<file path="src/rtl/rbd_pkg.sv">
package rbd_pkg;

  localparam int SEL_W = 3;
  localparam int OP_W  = 5;
  localparam int CW_W  = 3 * SEL_W + OP_W;

  typedef enum logic [OP_W-1:0] {
    OP_TSFA = 5'b00000,
    OP_INCA = 5'b00001,
    OP_ADD  = 5'b00010,
    OP_SUB  = 5'b00101,
    OP_DECA = 5'b00110,
    OP_AND  = 5'b01000,
    OP_OR   = 5'b01010,
    OP_XOR  = 5'b01100,
    OP_COMA = 5'b01110,
    OP_SHRA = 5'b10000,
    OP_SHLA = 5'b11000
  } alu_op_e;

  typedef struct packed {
    logic [SEL_W-1:0] src_a;
    logic [SEL_W-1:0] src_b;
    logic [SEL_W-1:0] dst;
    logic [OP_W-1:0]  op;
  } ctrl_word_t;

  function automatic logic op_is_legal(input logic [OP_W-1:0] op);
    case (op)
      OP_TSFA, OP_INCA, OP_ADD, OP_SUB, OP_DECA, OP_AND,
      OP_OR, OP_XOR, OP_COMA, OP_SHRA, OP_SHLA: return 1'b1;
      default: return 1'b0;
    endcase
  endfunction

endpackage

</file>
<file path="src/rtl/rbd_rst_sync.sv">
module rbd_rst_sync (
  input  logic clk,
  input  logic arst_n,
  output logic srst_n
);

  logic stage_q;

  always_ff @(posedge clk or negedge arst_n) begin
    if (!arst_n) begin
      stage_q <= 1'b0;
      srst_n  <= 1'b0;
    end else begin
      stage_q <= 1'b1;
      srst_n  <= stage_q;
    end
  end

endmodule

</file>
<file path="src/rtl/rbd_regfile.sv">
module rbd_regfile #(
  parameter int W    = 8,
  parameter int NREG = 7
) (
  input  logic                      clk,
  input  logic                      rst_n,
  input  logic [NREG-1:0]           we,
  input  logic [W-1:0]              wdata,
  output logic [NREG-1:0][W-1:0]    q
);

  for (genvar k = 0; k < NREG; k++) begin : g_reg
    logic [W-1:0] d;

    always_comb begin
      d = q[k];
      if (we[k]) d = wdata;
    end

    always_ff @(posedge clk or negedge rst_n) begin
      if (!rst_n) q[k] <= '0;
      else if (we[k]) q[k] <= d;
    end

    // an enabled register captures the result bus
    a_r3_load_capture: assert property (@(posedge clk) disable iff (!rst_n)
      we[k] |=> q[k] == $past(wdata));

    // a register that is not enabled keeps its value
    a_r3_hold_unselected: assert property (@(posedge clk) disable iff (!rst_n)
      !we[k] |=> $stable(q[k]));
  end

endmodule

</file>
<file path="src/rtl/rbd_opmux.sv">
module rbd_opmux #(
  parameter int W     = 8,
  parameter int NREG  = 7,
  parameter int SEL_W = 3
) (
  input  logic [SEL_W-1:0]          sel,
  input  logic [W-1:0]              ext,
  input  logic [NREG-1:0][W-1:0]    regs,
  output logic [W-1:0]              bus
);

  always_comb begin
    bus = ext;
    for (int k = 0; k < NREG; k++) begin
      if (sel == SEL_W'(k + 1)) bus = regs[k];
    end
  end

endmodule

</file>
<file path="src/rtl/rbd_alu.sv">
module rbd_alu
  import rbd_pkg::*;
#(
  parameter int W = 8
) (
  input  logic [OP_W-1:0] op,
  input  logic [W-1:0]    a,
  input  logic [W-1:0]    b,
  output logic [W-1:0]    y
);

  localparam logic [W-1:0] ONE = W'(1);

  always_comb begin
    case (op)
      OP_TSFA: y = a;
      OP_INCA: y = a + ONE;
      OP_ADD:  y = a + b;
      OP_SUB:  y = a - b;
      OP_DECA: y = a - ONE;
      OP_AND:  y = a & b;
      OP_OR:   y = a | b;
      OP_XOR:  y = a ^ b;
      OP_COMA: y = ~a;
      OP_SHRA: y = {1'b0, a[W-1:1]};
      OP_SHLA: y = {a[W-2:0], 1'b0};
      default: y = '0;
    endcase
  end

endmodule

</file>
<file path="src/rtl/rbd_datapath.sv">
module rbd_datapath
  import rbd_pkg::*;
#(
  parameter int W = 8
) (
  input  logic            clk,
  input  logic            rst_n,
  input  logic            valid,
  input  logic [13:0]     ctrl_word,
  input  logic [W-1:0]    ext_in,
  output logic [W-1:0]    ext_out
);

  localparam int NREG = (1 << SEL_W) - 1;

  ctrl_word_t               cw;
  logic                     srst_n;
  logic [NREG-1:0][W-1:0]   regs;
  logic [W-1:0]             bus_a;
  logic [W-1:0]             bus_b;
  logic [W-1:0]             result;
  logic [NREG-1:0]          we;

  assign cw = ctrl_word_t'(ctrl_word);

  rbd_rst_sync u_rst (
    .clk    (clk),
    .arst_n (rst_n),
    .srst_n (srst_n)
  );

  rbd_opmux #(.W(W), .NREG(NREG), .SEL_W(SEL_W)) u_mux_a (
    .sel (cw.src_a), .ext (ext_in), .regs (regs), .bus (bus_a)
  );

  rbd_opmux #(.W(W), .NREG(NREG), .SEL_W(SEL_W)) u_mux_b (
    .sel (cw.src_b), .ext (ext_in), .regs (regs), .bus (bus_b)
  );

  rbd_alu #(.W(W)) u_alu (
    .op (cw.op), .a (bus_a), .b (bus_b), .y (result)
  );

  for (genvar k = 0; k < NREG; k++) begin : g_dec
    assign we[k] = valid && (cw.dst == SEL_W'(k + 1));
  end

  rbd_regfile #(.W(W), .NREG(NREG)) u_rf (
    .clk   (clk),
    .rst_n (srst_n),
    .we    (we),
    .wdata (result),
    .q     (regs)
  );

  assign ext_out = result;

  // no load enable while valid is low
  a_r5_no_load_invalid: assert property (@(posedge clk) disable iff (!srst_n)
    !valid |-> we == '0);

  // at most one destination is enabled
  a_r4_dec_onehot: assert property (@(posedge clk) disable iff (!srst_n)
    $onehot0(we));

  // destination code 0 leaves every register unchanged
  a_r4_no_dest_hold: assert property (@(posedge clk) disable iff (!srst_n)
    cw.dst == '0 |=> $stable(regs));

  // source code 0 selects the external word
  a_r2_ext_on_a: assert property (@(posedge clk) disable iff (!srst_n)
    cw.src_a == '0 |-> bus_a == ext_in);

  // subtraction seen at the output port
  a_r6_sub_out: assert property (@(posedge clk) disable iff (!srst_n)
    cw.op == OP_SUB |-> ext_out == W'(bus_a - bus_b));

  // unused operation codes give zero
  a_r9_unused_zero: assert property (@(posedge clk) disable iff (!srst_n)
    !op_is_legal(cw.op) |-> ext_out == '0);

endmodule

</file>
<file path="config.mk">
export PLATFORM = sky130hd
export DESIGN_NAME = rbd_datapath
export DESIGN_NICKNAME = d
export VERILOG_FILES = /design/src/rtl/rbd_pkg.sv /design/src/rtl/rbd_rst_sync.sv /design/src/rtl/rbd_regfile.sv /design/src/rtl/rbd_opmux.sv /design/src/rtl/rbd_alu.sv /design/src/rtl/rbd_datapath.sv
export SDC_FILE = /design/constraint.sdc
export NUM_CORES = 1
export LEC_CHECK = 0
export BUFFER_PORTS_ARGS = -buffer_cell sky130_fd_sc_hd__buf_2
export CAP_MARGIN = 10
export CELL_PAD_IN_SITES_DETAIL_PLACEMENT = 1
export CELL_PAD_IN_SITES_GLOBAL_PLACEMENT = 1
export CORE_MARGIN = 2
export CORE_UTILIZATION = 35
export CTS_CLUSTER_DIAMETER = 100
export DETAILED_ROUTE_END_ITERATION = 16
export HOLD_SLACK_MARGIN = 0.03
export PLACE_DENSITY = 0.6
export SYNTH_ARGS = -nofsm -noshare
export SYNTH_HDL_FRONTEND = slang
export SYNTH_SLANG_ARGS = --single-unit
</file>
<file path="constraint.sdc">
create_clock -name clk -period 10.3 [get_ports clk]
set_input_delay 1.545 -clock clk [delete_from_list [all_inputs] [get_ports clk]]
set_output_delay 1.545 -clock clk [all_outputs]
set_load 0.005 [all_outputs]
</file>
==> metrics.txt, run 1 <==
run status=completed; Inst Count DP=729; Max Cap Viol=0; VDD IR max=88.8 uV; CTS tree=built; DR vias=4234; first-pass GRT wire length=25300 um; Worst Path Required=8.76 ns; GRT overflow=0; critical path type=input pin to output port; Tot GR Track Use=22.9%; # resized after CTS=0; Starting Density=35.7%; min cycle time layout=7.66 ns; HPWL Detailed=11800 um; Post-DRT Antenna Nets=0; Layout Nets=614; Non-Filler Instances=746; layout cells sized above 1=16.7%; Port Buffers=32; Skew-Pair Late Insertion Delay=0.33 ns; Max Clk Rate=131 MHz; Fin Clk Skew=0.00935 ns; P per Cell Area=173 nW/um^2; most frequent cells in the layout=nand2_1, dfrtp_1, nor2_1; Post-Place Worst Slack=2.61 ns; Syn Area/Cell=8.63 sq um; DRC viols=0; die footprint=14500 sq um; # IOs=33; Primary FF master, synth=dfrtp_1; Leakage=2.31 nW; Die W=120 um; largest net degree at the start of global routing=57; Root Driver=clkbuf_16; Initial DRT Pass Iterations=4; share of the synthesized area in the top cell type=30.7%; initial antenna violation count=0; leading area contributor after synthesis=dfrtp_1; area of the multi-input gates=2950 sq um; type of destination of the critical path=output port; Design Power=0.915 mW; Max Slew Vio Count=0; Initial DRC Count=271; clk sinks=58; row cnt=42; clock slew at reported path FFs=0.05 ns; GP Congestion=0.854; Clock Path Buffers=2; htree depth=3; Hold Path Class=flop to flop; Wirelength per Cell=21.2 um; Final Cycle Share=74.4%; final hold violations=0; FF+latch area=1450 sq um; fin util=40.0%; number of flops mapped to enable cells by yosys=0; setup bufs post-CTS=0; Setup TNS Final=0 ns; Arr. time, crit path=6.11 ns; async set-reset flop share out of synthesis=100%; yosys warns=0; most common cell after layout, fill and taps aside=nand2_1; CTS Hold Bufs=0; synthesis-stage register bit count=58; Post-Route WL=15800 um; Die Ht=120 um; Placeable Area=13200 sq um; min setup slack post-route=2.64 ns; vias per inst=5.68; Synth Net Count=597; slew margin rel.=26.2%; register area share after synthesis=30.7%; pin slew with the least headroom to its limit=1.10 ns; area grow syn2layout=11.9%; vias in the first global route=4431; Worst setup SP type=input pin; Fill cells=1576; peak fanout along the critical path=34; CTS Buf Count=9; final setup fails=0; synthesized instance count=548; ANT cells=0; RSZ-0062 raised after global routing=false; post-synthesis instance area=4730 sq um; Distinct cells, synth=69; synth top area cells=dfrtp_1, mux4_2, ha_1
[registers in the layout, summed over array words and instances (netlist names)]
| register | cells |
|---|---|
| u_rf.q | 56 |
| u_rst.srst_n | 1 |
| u_rst.stage_q | 1 |
[final timing paths]
path	start	to	slack (ns)	cells after the start
min	u_rst.stage_q	u_rst.srst_n	0.35	0
max reg2reg	u_rf.q[49]	u_rf.q[53]	5.92	15
min reg2reg	u_rst.stage_q	u_rst.srst_n	0.35	0
max	ctrl_word[8]	ext_out[5]	2.64	18
max in group asynchronous	rst_n	u_rst.srst_n	9.21	1
min in group asynchronous	u_rst.srst_n	u_rf.q[6]	0.40	1
[metrics by stage]
step | cell area [sq um] | hold WS, ns
after floorplan | 4730 | 0.331
after global placement | 4980 | 0.335
after detailed placement | 4980 | 0.340
after CTS | 5280 | 0.352
after global routing | 5290 | 0.366
final | 5290 | 0.351
[worst max-delay path, stage by stage]
cell	delay (ns)
buf_2	0.50
inv_1	0.26
o2bb2ai_1	0.22
o21ai_0	0.36
o21ai_0	0.30
inv_1	0.11
ha_1	0.22
a221oi_1	0.44
ha_1	0.31
nor2b_1	0.13
o21ai_0	0.20
a21boi_0	0.15
o21ai_0	0.33
nor2b_1	0.21
xnor2_1	0.10
a211oi_2	0.51
inv_1	0.08
buf_2	0.14
[layer usage]
metal / track usage (%) / up-vias / wire (um)
met5: 0 / - / 0
met4: 7.78 / 0 / 323
met3: 3.30 / 22 / 544
met2: 37.1 / 69 / 7540
met1: 31.4 / 2128 / 7370
li1: - / 2015 / -
[area by class of cell]
class                      instances  share of cell area (%)
multi-input combinational        417                    55.8
sequential                        58                    27.4
clock buffer                      11                    4.78
tap                              176                    4.16
timing repair buffer              38                    3.95
inverter                          41                    2.91
clock inverter                     5                   0.993
[cells in the mapped netlist (4+ instances only)]
| library cell | number |
|---|---|
| a211oi_1 | 4 |
| a211oi_2 | 4 |
| a21oi_1 | 40 |
| a221oi_1 | 10 |
| a32oi_1 | 4 |
| and2_1 | 4 |
| buf_2 | 8 |
| buf_6 | 5 |
| clkbuf_1 | 15 |
| dfrtp_1 | 58 |
| ha_1 | 23 |
| inv_1 | 39 |
| mux2i_1 | 17 |
| mux4_2 | 13 |
| nand2_1 | 60 |
| nand2b_1 | 12 |
| nand4b_1 | 5 |
| nor2_1 | 55 |
| nor2b_1 | 12 |
| nor3_1 | 11 |
| o211ai_1 | 5 |
| o21ai_0 | 47 |
| o21bai_1 | 4 |
| o221ai_1 | 11 |
| o22ai_1 | 4 |
| or2_2 | 4 |
| xnor2_1 | 7 |
[cells by family after synthesis]
kind of cell               after synthesis  synth area share (%)
and+or+nand+nor                        188                  19.6
buffers and inverters                   73                  7.03
AOI/OAI and AO/OA                      160                  23.5
other                                    1                0.0793
DFF                                     58                  30.7
xor gates and xnor gates                10                  1.85
adders and majority gates               24                  6.51
muxes                                   34                  10.8
[power breakdown]
group | switching, mW | internal (mW) | leakage (nW)
Clock | 0.106 | 0.199 | 0.151
Combinational | 0.165 | 0.118 | 1.44
Sequential | 0.0503 | 0.277 | 0.724
Total | 0.322 | 0.593 | 2.31
Note: power is estimated with default switching activity, not from simulation.
==> inputs of run 2 (changes only) <==
--- a/config.mk
+++ b/config.mk
@@ -14,7 +14,7 @@
 export CTS_CLUSTER_DIAMETER = 100
 export DETAILED_ROUTE_END_ITERATION = 16
 export HOLD_SLACK_MARGIN = 0.03
-export PLACE_DENSITY = 0.6
+export PLACE_DENSITY = 0.63
 export SYNTH_ARGS = -nofsm -noshare
 export SYNTH_HDL_FRONTEND = slang
 export SYNTH_SLANG_ARGS = --single-unit
==> constraint.sdc (replaced) <==
create_clock -name clk -period 6.62 [get_ports clk]
set_input_delay 0.993 -clock clk [delete_from_list [all_inputs] [get_ports clk]]
set_output_delay 0.993 -clock clk [all_outputs]
set_load 0.005 [all_outputs]
==> run 2 against run 1 <==
Critical path depth shrank 1. Die area is the same. Sequential power rose by 56%. Sequential share of layout area decreased by 0.40 points. Non-clock buffer count up 15. Clock power is 41% higher. Critical path type unchanged. Clock-buffer cell count is the same. Total power increased by 53%. Worst setup slack worse by 2.1 ns. First-iteration DRC count fell by 4.1%. Register-to-register slack worse by 3.6 ns.
==> metrics.txt, run 2 (synthesized netlist as in run 1, its figures left out) <==
setup bufs post-CTS=0; Clock Path Buffers=2; Starting Density=35.7%; GP Congestion=0.893; Max Cap Viol=0; die footprint=14500 sq um; Max Slew Vio Count=0; internal power=0.892 mW; pin slew with the least headroom to its limit=1.15 ns; DR vias=4316; Placeable Area=13200 sq um; Tot GR Track Use=23.2%; Seq pwr share=36.4%; CTS Buf Count=9; worst hold start=u_rst.stage_q; Critical Path Max Stage Delay=0.56 ns; final hold violations=0; slew margin rel.=23.2%; Root Driver=clkbuf_16; largest registers=u_rf.q: 56 flops, u_rst.srst_n: 1 flops, u_rst.stage_q: 1 flops; vias per inst=5.67; most frequent CP cell=o21ai_0; min cycle time layout=6.09 ns; Initial DRT Pass Iterations=4; Hold Path Class=flop to flop; Post-Route WL=15700 um; worst path cell trace=buf_2 > mux4_2 > nor3_2 > o21ai_0 > inv_1 > ha_1 > a221oi_1 > ha_1 > nor2b_1 > o21ai_0 > a21boi_0 > o21ai_0 > a21oi_1 > xnor2_1 > or2_1 > nand3b_1 > buf_2; initial antenna violation count=0; layout cells sized above 1=18.6%; CP top delay family=compound AO/OA/AOI/OAI gates; CTS tree=built; Worst setup SP type=input pin; Die Ht=120 um; Worst Path Required=5.63 ns; Layout Nets=629; Leakage=2.36 nW; row cnt=42; Clk pwr share=30.7%; ANT cells=0; DP Area=5100 sq um; peak fanout along the critical path=19; RSZ-0062 raised after global routing=false; Largest Register=u_rf.q; combinational group share of total power=33.0%; Post-DRT Antenna Nets=0; clock slew at reported path FFs=0.05 ns; most frequent cells in the layout=nand2_1, dfrtp_1, nor2_1; Max Clk Rate=164 MHz; CP max stage cell=mux4_2; DRC viols=0; Arr. time, crit path=5.09 ns; first-pass GRT wire length=25600 um; run status=completed; P per Cell Area=260 nW/um^2; max reg flops=56; largest net degree at the start of global routing=57; area grow syn2layout=13.5%; most common cell after layout, fill and taps aside=nand2_1; Port Buffers=32; HPWL Detailed=11800 um; Final Instance Area=5370 sq um; Crit. Startpoint=ctrl_word[9]; final setup fails=0; Sw Share=36.2%; Wirelength per Cell=20.6 um; clk sinks=58; Skew-Pair Late Insertion Delay=0.33 ns; htree depth=3; Final Cycle Share=92.0%; VDD IR max=146 uV; GRT overflow=0; R2R Path Start=u_rf.q[49]; critical path type=input pin to output port; Die W=120 um; Initial DRC Count=260; Setup TNS Final=0 ns; # IOs=33; Hold Slack=0.356 ns; vias in the first global route=4605; Bufs and invs on worst path=3; sw power=0.507 mW; type of destination of the critical path=output port; Fin Clk Skew=0.00443 ns
run 2: power groups by stage:
stage,clock network (mW),logic (mW),registers (mW)
after CTS,0.435,0.465,0.508
after detailed placement,0,0.462,0.512
after floorplan,0,0.326,0.482
final,0.429,0.461,0.509
after global routing,0.454,0.522,0.519
after global placement,0,0.445,0.510
run 2: worst paths after layout:
| check | endpoint | depth (start not counted) | slack (ns) |
|---|---|---|---|
| hold reg to reg | u_rst.srst_n | 0 | 0.36 |
| setup / recovery | ext_out[7] | 17 | 0.53 |
| setup reg to reg | u_rf.q[19] | 16 | 2.36 |
| hold / removal | u_rst.srst_n | 0 | 0.36 |
| max in group asynchronous | u_rf.q[40] | 1 | 5.73 |
| min in group asynchronous | u_rf.q[39] | 1 | 0.41 |
run 2: metrics by stage:
step | instances | setup slack (ns) | total power, mW | utilization, %
detailed placement | 745 | 0.511 | 0.974 | 38.5
global placement | 745 | 0.591 | 0.955 | 38.5
CTS | 761 | 0.474 | 1.41 | 40.5
floorplan | 548 | 1.27 | 0.808 | -
global route | 761 | 0.0101 | 1.49 | 40.6
finish | 761 | 0.532 | 1.40 | 40.6
run 2: area by class of cell:
type | instances | area (sq um)
Clock buffer | 11 | 243
Clock inverter | 5 | 30.0
Fill cell | 1634 | 7870
Inverter | 41 | 154
Multi-Input combinational cell | 417 | 2950
Sequential cell | 58 | 1450
Tap cell | 176 | 220
Timing Repair Buffer | 53 | 320
run 2: routing by layer:
| metal | vias to the layer above | GRT usage [%] | wire [um] |
|---|---|---|---|
| met5 | - | 0 | 0 |
| met4 | 0 | 7.92 | 291 |
| met3 | 16 | 2.78 | 694 |
| met2 | 85 | 38.6 | 7510 |
| met1 | 2173 | 31.5 | 7210 |
| li1 | 2042 | - | - |
run 2: what timing repair did:
| item | in CTS | in global routing |
|---|---|---|
| gates resized for setup | 0 | 1 |
| hold buffers | 0 | 0 |
| setup endpoints to repair | 0 | 1 |
